--- config.mk ---
export PLATFORM = sky130hd
export DESIGN_NAME = mgmt_slave
export DESIGN_NICKNAME = d
export VERILOG_FILES = /design/src/rtl/mgmt_pkg.sv /design/src/rtl/mgmt_frame_fsm.sv /design/src/rtl/mgmt_regfile.sv /design/src/rtl/mgmt_slave.sv
export SDC_FILE = /design/constraint.sdc
export NUM_CORES = 1
export LEC_CHECK = 0
export ABC_AREA = 1
export BUFFER_PORTS_ARGS = -buffer_cell sky130_fd_sc_hd__buf_2
export CAP_MARGIN = 20
export CORE_ASPECT_RATIO = 1.4
export CORE_MARGIN = 2
export CORE_UTILIZATION = 55
export DETAILED_ROUTE_END_ITERATION = 8
export HOLD_SLACK_MARGIN = 0.15
export PLACE_DENSITY = 0.74
export RECOVER_POWER = 25
export SKIP_CTS_REPAIR_TIMING = 1
export SLEW_MARGIN = 20
export SYNTH_ARGS = -nofsm -noshare
export SYNTH_HDL_FRONTEND = slang
export SYNTH_SLANG_ARGS = --single-unit
--- constraint.sdc ---
create_clock -name mdc -period 1.9 [get_ports mdc]
set_input_delay 0.285 -clock mdc [delete_from_list [all_inputs] [get_ports mdc]]
set_output_delay 0.285 -clock mdc [all_outputs]
set_load 0.01 [all_outputs]
--- src/rtl/mgmt_pkg.sv ---
package mgmt_pkg;

  typedef enum logic [2:0] {
    S_HUNT,
    S_START1,
    S_OPCODE,
    S_ADDR,
    S_RD_TURN,
    S_RD_DATA,
    S_WR_TURN,
    S_WR_DATA
  } mgmt_state_t;

  function automatic logic op_is_read(input logic [1:0] op);
    return op == 2'b10;
  endfunction

  function automatic logic op_is_write(input logic [1:0] op);
    return op == 2'b01;
  endfunction

  function automatic logic op_is_valid(input logic [1:0] op);
    return op_is_read(op) || op_is_write(op);
  endfunction

  function automatic logic addr_hit(input logic [4:0] frame_addr,
                                    input logic [4:0] strap);
    return frame_addr == strap;
  endfunction

endpackage

--- src/rtl/mgmt_frame_fsm.sv ---
module mgmt_frame_fsm
  import mgmt_pkg::*;
#(
  parameter int ADDR_W  = 5,
  parameter int DATA_W  = 16,
  parameter int PRE_LEN = 32
) (
  input  logic              clk,
  input  logic              rst_n,
  input  logic              mdio_in,
  input  logic [ADDR_W-1:0] strap,
  input  logic              disable_i,
  output logic              oe_q,
  output logic              out_q,
  output logic [ADDR_W-1:0] rd_addr,
  input  logic [DATA_W-1:0] rd_data,
  output logic              wr_en,
  output logic [ADDR_W-1:0] wr_addr,
  output logic [DATA_W-1:0] wr_data
);

  localparam int HDR_W   = 2 + 2 * ADDR_W;
  localparam int PCNT_W  = $clog2(PRE_LEN + 1);
  localparam int BCNT_W  = $clog2(DATA_W + 1);
  localparam int RUN_W   = $clog2(DATA_W + 3);
  localparam logic [PCNT_W-1:0] PRE_FULL = PCNT_W'(PRE_LEN);
  localparam logic [BCNT_W-1:0] OP_LAST  = BCNT_W'(1);
  localparam logic [BCNT_W-1:0] AD_LAST  = BCNT_W'(2 * ADDR_W - 1);
  localparam logic [BCNT_W-1:0] TA_LAST  = BCNT_W'(1);
  localparam logic [BCNT_W-1:0] RD_END   = BCNT_W'(DATA_W);
  localparam logic [BCNT_W-1:0] WR_LAST  = BCNT_W'(DATA_W - 1);

  mgmt_state_t         state;
  logic [PCNT_W-1:0]   pre_cnt;
  logic [BCNT_W-1:0]   bit_cnt;
  logic [HDR_W-1:0]    hdr;
  logic [DATA_W-1:0]   shift_q;
  logic [ADDR_W-1:0]   reg_addr_q;

  logic [HDR_W-1:0]    hdr_next;
  logic [1:0]          frame_op;
  logic [ADDR_W-1:0]   frame_phy;
  logic [ADDR_W-1:0]   frame_reg;
  logic                pre_full;
  logic                hdr_done;
  logic                frame_accept;
  logic                wr_last_bit;

  assign hdr_next     = {hdr[HDR_W-2:0], mdio_in};
  assign frame_op     = hdr_next[HDR_W-1 -: 2];
  assign frame_phy    = hdr_next[2*ADDR_W-1 -: ADDR_W];
  assign frame_reg    = hdr_next[ADDR_W-1:0];
  assign pre_full     = pre_cnt == PRE_FULL;
  assign hdr_done     = (state == S_ADDR) && (bit_cnt == AD_LAST);
  assign frame_accept = hdr_done && addr_hit(frame_phy, strap) && !disable_i;
  assign wr_last_bit  = (state == S_WR_DATA) && (bit_cnt == WR_LAST);

  assign rd_addr = reg_addr_q;
  assign wr_addr = reg_addr_q;
  assign wr_data = {shift_q[DATA_W-2:0], mdio_in};
  assign wr_en   = wr_last_bit && !disable_i;

  always_ff @(posedge clk or negedge rst_n) begin
    if (!rst_n) begin
      state      <= S_HUNT;
      pre_cnt    <= '0;
      bit_cnt    <= '0;
      hdr        <= '0;
      shift_q    <= '0;
      reg_addr_q <= '0;
      oe_q       <= 1'b0;
      out_q      <= 1'b0;
    end else begin
      case (state)
        S_HUNT: begin
          if (mdio_in) begin
            if (!pre_full) pre_cnt <= pre_cnt + 1'b1;
          end else begin
            if (pre_full) state <= S_START1;
            pre_cnt <= '0;
          end
        end
        S_START1: begin
          bit_cnt <= '0;
          state   <= mdio_in ? S_OPCODE : S_HUNT;
        end
        S_OPCODE: begin
          hdr     <= hdr_next;
          bit_cnt <= bit_cnt + 1'b1;
          if (bit_cnt == OP_LAST) begin
            bit_cnt <= '0;
            state   <= op_is_valid(hdr_next[1:0]) ? S_ADDR : S_HUNT;
          end
        end
        S_ADDR: begin
          hdr     <= hdr_next;
          bit_cnt <= bit_cnt + 1'b1;
          if (hdr_done) begin
            bit_cnt    <= '0;
            reg_addr_q <= frame_reg;
            if (frame_accept)
              state <= op_is_read(frame_op) ? S_RD_TURN : S_WR_TURN;
            else
              state <= S_HUNT;
          end
        end
        S_RD_TURN: begin
          oe_q    <= 1'b1;
          out_q   <= 1'b0;
          shift_q <= rd_data;
          bit_cnt <= '0;
          state   <= S_RD_DATA;
        end
        S_RD_DATA: begin
          bit_cnt <= bit_cnt + 1'b1;
          if (bit_cnt == RD_END) begin
            oe_q  <= 1'b0;
            out_q <= 1'b0;
            state <= S_HUNT;
          end else begin
            out_q   <= shift_q[DATA_W-1];
            shift_q <= {shift_q[DATA_W-2:0], 1'b0};
          end
        end
        S_WR_TURN: begin
          bit_cnt <= bit_cnt + 1'b1;
          if (bit_cnt == TA_LAST) begin
            bit_cnt <= '0;
            state   <= S_WR_DATA;
          end
        end
        S_WR_DATA: begin
          shift_q <= wr_data;
          bit_cnt <= bit_cnt + 1'b1;
          if (wr_last_bit) state <= S_HUNT;
        end
        default: state <= S_HUNT;
      endcase
      if (state != S_HUNT) pre_cnt <= '0;
    end
  end

  logic [RUN_W-1:0] oe_run;
  always_ff @(posedge clk or negedge rst_n) begin
    if (!rst_n) oe_run <= '0;
    else        oe_run <= oe_q ? oe_run + 1'b1 : '0;
  end

  assert_turn_zero_R5: assert property (@(posedge clk) disable iff (!rst_n)
    $rose(oe_q) |-> (out_q == 1'b0));

  assert_drive_after_turn_R5: assert property (@(posedge clk) disable iff (!rst_n)
    $rose(oe_q) |-> ($past(state) == S_RD_TURN));

  assert_drive_bounded_R6: assert property (@(posedge clk) disable iff (!rst_n)
    oe_q |-> (oe_run < RUN_W'(DATA_W + 1)));

  assert_start_after_run_R2: assert property (@(posedge clk) disable iff (!rst_n)
    (state == S_START1) |-> ($past(state) == S_HUNT));

endmodule

--- src/rtl/mgmt_regfile.sv ---
module mgmt_regfile #(
  parameter int ADDR_W    = 5,
  parameter int DATA_W    = 16,
  parameter int BOOST_REG = 26,
  parameter int BOOST_BIT = 11
) (
  input  logic              clk,
  input  logic              rst_n,
  input  logic              wr_en,
  input  logic [ADDR_W-1:0] wr_addr,
  input  logic [DATA_W-1:0] wr_data,
  input  logic [ADDR_W-1:0] rd_addr,
  output logic [DATA_W-1:0] rd_data,
  output logic [DATA_W-1:0] reg0,
  output logic              boost
);

  localparam int NUM_REGS = 1 << ADDR_W;

  logic [DATA_W-1:0] regs [NUM_REGS];

  always_ff @(posedge clk or negedge rst_n) begin
    if (!rst_n) begin
      for (int i = 0; i < NUM_REGS; i++) regs[i] <= '0;
    end else if (wr_en) begin
      regs[wr_addr] <= wr_data;
    end
  end

  assign rd_data = regs[rd_addr];
  assign reg0    = regs[0];
  assign boost   = regs[BOOST_REG][BOOST_BIT];

  logic              wr_q;
  logic [ADDR_W-1:0] last_addr;
  logic [DATA_W-1:0] last_data;
  always_ff @(posedge clk or negedge rst_n) begin
    if (!rst_n) begin
      wr_q      <= 1'b0;
      last_addr <= '0;
      last_data <= '0;
    end else begin
      wr_q      <= wr_en;
      last_addr <= wr_addr;
      last_data <= wr_data;
    end
  end

  assert_write_lands_R7: assert property (@(posedge clk) disable iff (!rst_n)
    wr_q |-> (regs[last_addr] == last_data));

endmodule

--- src/rtl/mgmt_slave.sv ---
module mgmt_slave #(
  parameter int ADDR_W    = 5,
  parameter int DATA_W    = 16,
  parameter int PRE_LEN   = 32,
  parameter int BOOST_REG = 26,
  parameter int BOOST_BIT = 11
) (
  input  logic              mdc,
  input  logic              rst_n,
  input  logic              mdio_in,
  output logic              mdio_out,
  output logic              mdio_oe,
  input  logic [ADDR_W-1:0] phy_addr_strap,
  input  logic              mgmt_disable,
  output logic              drive_boost,
  output logic [DATA_W-1:0] ctrl_word
);

  logic              oe_q;
  logic              out_q;
  logic [ADDR_W-1:0] rd_addr;
  logic [DATA_W-1:0] rd_data;
  logic              wr_en;
  logic [ADDR_W-1:0] wr_addr;
  logic [DATA_W-1:0] wr_data;

  mgmt_frame_fsm #(
    .ADDR_W (ADDR_W),
    .DATA_W (DATA_W),
    .PRE_LEN(PRE_LEN)
  ) u_fsm (
    .clk      (mdc),
    .rst_n    (rst_n),
    .mdio_in  (mdio_in),
    .strap    (phy_addr_strap),
    .disable_i(mgmt_disable),
    .oe_q     (oe_q),
    .out_q    (out_q),
    .rd_addr  (rd_addr),
    .rd_data  (rd_data),
    .wr_en    (wr_en),
    .wr_addr  (wr_addr),
    .wr_data  (wr_data)
  );

  mgmt_regfile #(
    .ADDR_W   (ADDR_W),
    .DATA_W   (DATA_W),
    .BOOST_REG(BOOST_REG),
    .BOOST_BIT(BOOST_BIT)
  ) u_regs (
    .clk    (mdc),
    .rst_n  (rst_n),
    .wr_en  (wr_en),
    .wr_addr(wr_addr),
    .wr_data(wr_data),
    .rd_addr(rd_addr),
    .rd_data(rd_data),
    .reg0   (ctrl_word),
    .boost  (drive_boost)
  );

  assign mdio_oe  = oe_q && !mgmt_disable;
  assign mdio_out = out_q;

  assert_write_blocked_R8: assert property (@(posedge mdc) disable iff (!rst_n)
    wr_en |-> !mgmt_disable);

endmodule

==> results of run 1 <==
-- flip-flops by register name (all words and copies together) (netlist names) --
name,flops
u_regs.regs,495
u_fsm.shift_q,16
u_regs.reg0,16
u_fsm.hdr,11
u_fsm.pre_cnt,6
u_fsm.bit_cnt,5
u_fsm.rd_addr,5
u_fsm.state,3
u_fsm.oe_q,1
u_fsm.out_q,1
u_regs.boost,1
-- worst paths after layout --
| path | from | endpoint | cells after the start |
|---|---|---|---|
| setup / recovery | u_fsm.bit_cnt[0] | u_regs.reg0[0] | 13 |
| max in group asynchronous | rst_n | u_regs.regs[350] | 4 |
| hold / removal | phy_addr_strap[1] | u_fsm.state[1] | 8 |
| hold reg to reg | u_fsm.shift_q[8] | u_fsm.shift_q[8] | 2 |
| setup reg to reg | u_fsm.bit_cnt[0] | u_regs.reg0[0] | 13 |
| min in group asynchronous | rst_n | u_regs.regs[492] | 2 |
-- cell type report --
type	instances	area [µm²]
Clock inverter	23	205
Antenna cell	1	2.50
Inverter	63	244
Timing Repair Buffer	262	3380
Sequential cell	560	14000
Multi-Input combinational cell	2292	11000
Fill cell	3399	14700
Tap cell	617	772
Clock buffer	72	1470
-- logic make-up (layout without fill, tap and decap cells) --
logic type                 Yosys count  in the layout
buffers and inverters              313            420
muxes                                2              2
other                                0              1
DFF                                560            560
adders and majority gates            6              6
and+or+nand+nor                   1625           1625
AOI/OAI and AO/OA                  651            651
xor gates and xnor gates             8              8
-- routing by layer --
metal | global-route usage, % | routed length [µm]
met1 | 40.1 | 29800
met4 | 15.7 | 5160
met2 | 49.9 | 38600
met3 | 4.65 | 6680
met5 | 0 | 0
-- cells in the mapped netlist, types with 6 or more instances --
master / number / share of area [%]
a21oi_1: 68 / 1.3
buf_2: 80 / 1.6
buf_4: 18 / 0.53
clkbuf_1: 148 / 2.2
dfrtp_1: 560 / 55
ha_1: 6 / 0.30
inv_1: 62 / 0.92
nand2_1: 1434 / 21
nand3_1: 60 / 1.2
nand4_1: 48 / 1.2
nor2_1: 63 / 0.94
nor4_4: 7 / 0.59
o21ai_0: 508 / 10
o21ai_1: 69 / 1.4
xor2_1: 6 / 0.21
-- metrics by stage --
stage	cells	hold slack (ns)
2_1_floorplan	3165	-0.0106
3_3_place_gp	3743	0.207
3_5_place_dp	3743	0.205
4_1_cts	3838	-0.403
5_1_grt	3889	0.360
6_report	3890	0.282
-- power by group --
part           total, mW  leakage (nW)  switching (mW)  internal [mW]
logic              0.349          5.81           0.282         0.0670
registers           11.9          7.80         0.00801           11.9
clock network       10.4         0.827            4.61           5.81
total               22.7          14.4            4.90           17.8
-- critical path: cells and delay by family (launching register included) --
| family | cells | cell delay [ns] |
|---|---|---|
| buffers and inverters | 4 | 0.66 |
| and+or+nand+nor | 6 | 0.61 |
| adders and majority gates | 2 | 0.42 |
| DFF | 1 | 0.38 |
| AOI/OAI and AO/OA | 1 | 0.08 |
==> metrics.cfg, run 1 <==
[clocking]
cts-root-buf=clkbuf_16
clk_pin_slew_ns=0.07
clockBufferDepth=3
cts_max_level=2
clk_latency_ns=0.60
clock_sinks=560
cts_buffers=52
cts_tree=done

[critical_path]
slowest_stage=dfrtp_1
crit_chain=ha_2 -> nand2_1 -> nor2_1 -> ha_2 -> nand3_4 -> buf_12 -> nor4_4 -> buf_6 -> buf_12 -> nand2_8 -> clkbuf_16 -> nand2_1 -> o21ai_1
crit_path_max_fanout=16
rrSetupSlack_ns=-0.39
startpoint_type=flop
critPathKind=reg -> reg
critPathArrivalTime_ns=2.75
critical_path.max_stage_delay_ns=0.38
required_ns=2.36
end_kind=flop

[placement]
place_ws_ns=-0.229
port_buffers=27
dp_hpwl_um=46100
place_area_um2=27200
gp_congestion=0.903

[timing]
worst_slew_pin_slew_ns=1.12
finClkSkew_ns=0.0188
finalMaxSlewViolations=0
timing.slew.headroom_pct=25.2
rsz0062_at_grt=yes
period_minus_slack_ns=2.29
post-route-period-util_pct=121
timing.fmax_mhz=436
finalHoldViolCount=0
tns_ns=-117.31
worst_slack_ns=-0.392
finalSetupViolCount=540

[power]
power_mw=22.7
power.density_nw_per_um2=731
leakagePower_nw=14.4
ir_drop_v=0.000702

[floorplan]
core_area_um2=45700
die_y_um=258
die_area_um2=47700
start_util_pct=55.3
top_level_ports=28
die_w_um=185
rows=93

[yosys]
yosysWarnings=0
synth-seq-cells=560
synth_top_family_by_area=simple AND/OR/NAND/NOR gates
synthMuxAreaShare_pct=0.0891
synthCells=3165
netlist_area_um2=25300
synth_xor_area_share_pct=0.277
synth_edf_count=0
yosysUniqueCellTypes=31
async_flop_share_pct=100
syn_area_per_cell_um2=7.99
synthAdderAreaFrac_pct=0.297
yosysSeqAreaShare_pct=55.4
synth_ff_type=dfrtp_1
synth_fp_nets=3180
synth_simple_gate_area_share_pct=25.6
synth-compound-area-share_pct=12.9

[drt]
vias=23200
drc=0
wl_um=80300
vias_per_cell=5.97
drt_iter0_markers=2708
wl_per_cell_um=20.6
postRouteAntennaNets=0
first_pass_iters=6

[global_route]
grt_max_degree=92
gr-total-overflow=0
antenna_found_initial=0
grt_use_total_pct=30.7
grt_pass1_wl_um=115000
grt_pass1_vias=21600

[final_layout]
final_area_um2=31100
final_cell_mix=nand2_1 (1,308), dfrtp_1 (558), o21ai_0 (363), o21ai_1 (151), buf_4 (109)
synthToLayoutAreaGrowth_pct=22.8
final_common_cell=nand2_1
drive_above_1_share_pct=17.1
nets=3246
final_util_pct=67.9

[job]
drv_cap=0

[status]
status=finished with violations
violations=negative setup slack

[hold_path]
min_path_type=in -> reg

No activity file was read; power rests on OpenSTA's default activity.
==> run 2: changes to the inputs <==
- ABC_AREA: 1 -> not set
==> metrics.cfg, run 2 <==
[timing]
tns_ns=-278.14
finalSetupViolCount=703
timing.slew.headroom_pct=14.2
post-route-period-util_pct=134
finalMaxSlewViolations=0
worst_slack_ns=-0.640
finalHoldViolCount=0
finClkSkew_ns=0.0282
period_minus_slack_ns=2.54
timing.fmax_mhz=394
rsz0062_at_grt=yes
worst_slew_pin_slew_ns=1.29

[critical_path]
crit_path_max_fanout=6
required_ns=2.38
end_kind=flop
r2r-end=u_regs.regs[95]
startpoint_type=flop
r2r.worst_path.cells=12
critPathArrivalTime_ns=3.02
rrSetupSlack_ns=-0.64
critPathKind=reg -> reg
r2r-start=u_fsm.bit_cnt[0]

[drt]
vias_per_cell=6.20
drt_iter0_markers=1204
vias=16800
wl_per_cell_um=26.0
postRouteAntennaNets=0
drc=0
wl_um=70700
first_pass_iters=5

[yosys]
synthAdderAreaFrac_pct=0.287
synth_most_common_cell=dfrtp_1
synth_area_leader_cell=dfrtp_1
synth_ff_type=dfrtp_1
synth-compound-area-share_pct=3.71
yosysWarnings=0
synthCells=1896
synth_xor_area_share_pct=0.402
async_flop_share_pct=100
yosysUniqueCellTypes=63
synthMuxAreaShare_pct=33.4
netlist_top_cells_area=dfrtp_1 (54%), mux2_2 (21%), mux2i_1 (6.2%), mux4_2 (4.0%), mux2_1 (1.9%)
synth_simple_gate_area_share_pct=5.22
synth-seq-cells=560
netlist_area_um2=26200
synth_top_family_by_area=multiplexers
synth_fp_nets=1911
yosysSeqAreaShare_pct=53.6
synth_commonest_cells=dfrtp_1 (560), mux2_2 (495), mux2i_1 (161)
synth_edf_count=0
syn_area_per_cell_um2=13.8
yosysTopAreaCellShare_pct=53.6

[placement]
place_area_um2=28700
place_ws_ns=-0.642
dp_hpwl_um=45900
dp_cells=2603
port_buffers=27
gp_congestion=0.902

[floorplan]
core_area_um2=47000
die_area_um2=49400
die_y_um=262
rows=94
top_level_ports=28
start_util_pct=55.6
die_w_um=188

[clocking]
clockBufferDepth=3
clock_sinks=560
clk_latency_ns=0.61
clk_pin_slew_ns=0.06
cts-root-buf=clkbuf_16
cts_tree=done
cts_max_level=2
cts_buffers=54

[power]
power.density_nw_per_um2=735
leakagePower_nw=14.6
ir_drop_v=0.000779

[hold_path]
worstHoldPathCells=5
worstHoldEndpoint=u_fsm.state[2]
hp-start=phy_addr_strap[2]
min_path_type=in -> reg

[global_route]
grt_max_degree=87
grt_use_total_pct=28.0
grt_pass1_wl_um=105000
antenna_found_initial=0
gr-total-overflow=0
grt_pass1_vias=17700

[final_layout]
final_area_um2=31400
final_util_pct=66.7
drive_above_1_share_pct=46.8
synthToLayoutAreaGrowth_pct=19.9
top_register=u_regs.regs
final_common_cell=dfrtp_1
antennaDiodeCount=0
nets=2062
largest_reg_flops=495
instances_no_fill=2713
final_cell_mix=dfrtp_1 (557), mux2_2 (409), mux2i_1 (161), buf_4 (145), mux2_4 (118)

[status]
status=finished with violations
violations=negative setup slack

[job]
drv_cap=0

-- run 2: cell count changes after synthesis, moves of 69 or more --
cell      before  now
mux2i_1        0  161
nand2_1     1434   58
mux2_2         2  495
o21ai_0      508   36
o21ai_1       69    0
clkbuf_1     148   60
-- run 2: how the worst max path moves through the flow --
| stage | startpoint | endpoint | slack, ns | cells past startpoint |
|---|---|---|---|---|
| after global placement | u_fsm.bit_cnt[0] | u_regs.boost | -0.61 | 12 |
| after CTS | u_fsm.bit_cnt[0] | u_regs.regs[74] | -0.66 | 11 |
| final | u_fsm.bit_cnt[0] | u_regs.regs[95] | -0.64 | 12 |
| after detailed placement | u_fsm.bit_cnt[0] | u_regs.regs[75] | -0.64 | 11 |
| after global routing | u_fsm.bit_cnt[0] | u_regs.regs[118] | -0.70 | 12 |
| after floorplan | u_fsm.bit_cnt[0] | u_regs.regs[133] | -0.56 | 10 |
-- run 2: cells by family (layout without fill, tap and decap cells) --
kind of cell | Yosys count | in the layout
buf+inv | 176 | 369
compound gates | 157 | 157
simple gates | 239 | 239
xor+xnor | 12 | 12
mux | 746 | 746
flops | 560 | 560
fa+ha+maj | 6 | 6
-- run 2: cell type report --
class,count,area (µm²)
tap,624,781
multi-input combinational,1160,11900
sequential,560,14000
inverter,9,33.8
clock buffer,74,1550
fill,3229,15700
clock inverter,24,236
timing repair buffer,262,2880
-- run 2: per-stage QoR --
stage	hold WS [ns]	total power [mW]
floorplan	-0.0106	12.2
global placement	0.146	12.5
detailed placement	0.148	12.5
CTS	-0.483	23.2
global route	0.219	23.7
finish	0.164	23.0
-- run 2: where the power goes --
part	internal, mW	switching [mW]	total [mW]
Combinational	0.0561	0.271	0.327
Sequential	11.9	0.00531	11.9
Clock	6.12	4.67	10.8
Total	18.1	4.95	23.0
-- run 2: layer usage --
| layer | global-route usage, % | up-vias | share of wire, % |
|---|---|---|---|
| li1 | - | 7187 | - |
| met1 | 35.7 | 8846 | 39 |
| met2 | 47.9 | 584 | 50 |
| met3 | 3.75 | 203 | 5.6 |
| met4 | 12.8 | 0 | 5.5 |
| met5 | 0 | - | 0 |
-- run 2: critical path, cell delays in order, from the launching register on --
cell	delay (ns)
dfrtp_1	0.36
ha_2	0.18
and3_4	0.18
ha_4	0.13
nor2b_4	0.16
nand4_4	0.14
buf_12	0.17
buf_8	0.12
nor3_4	0.22
buf_6	0.20
nand2_8	0.09
buf_12	0.18
mux2_4	0.30
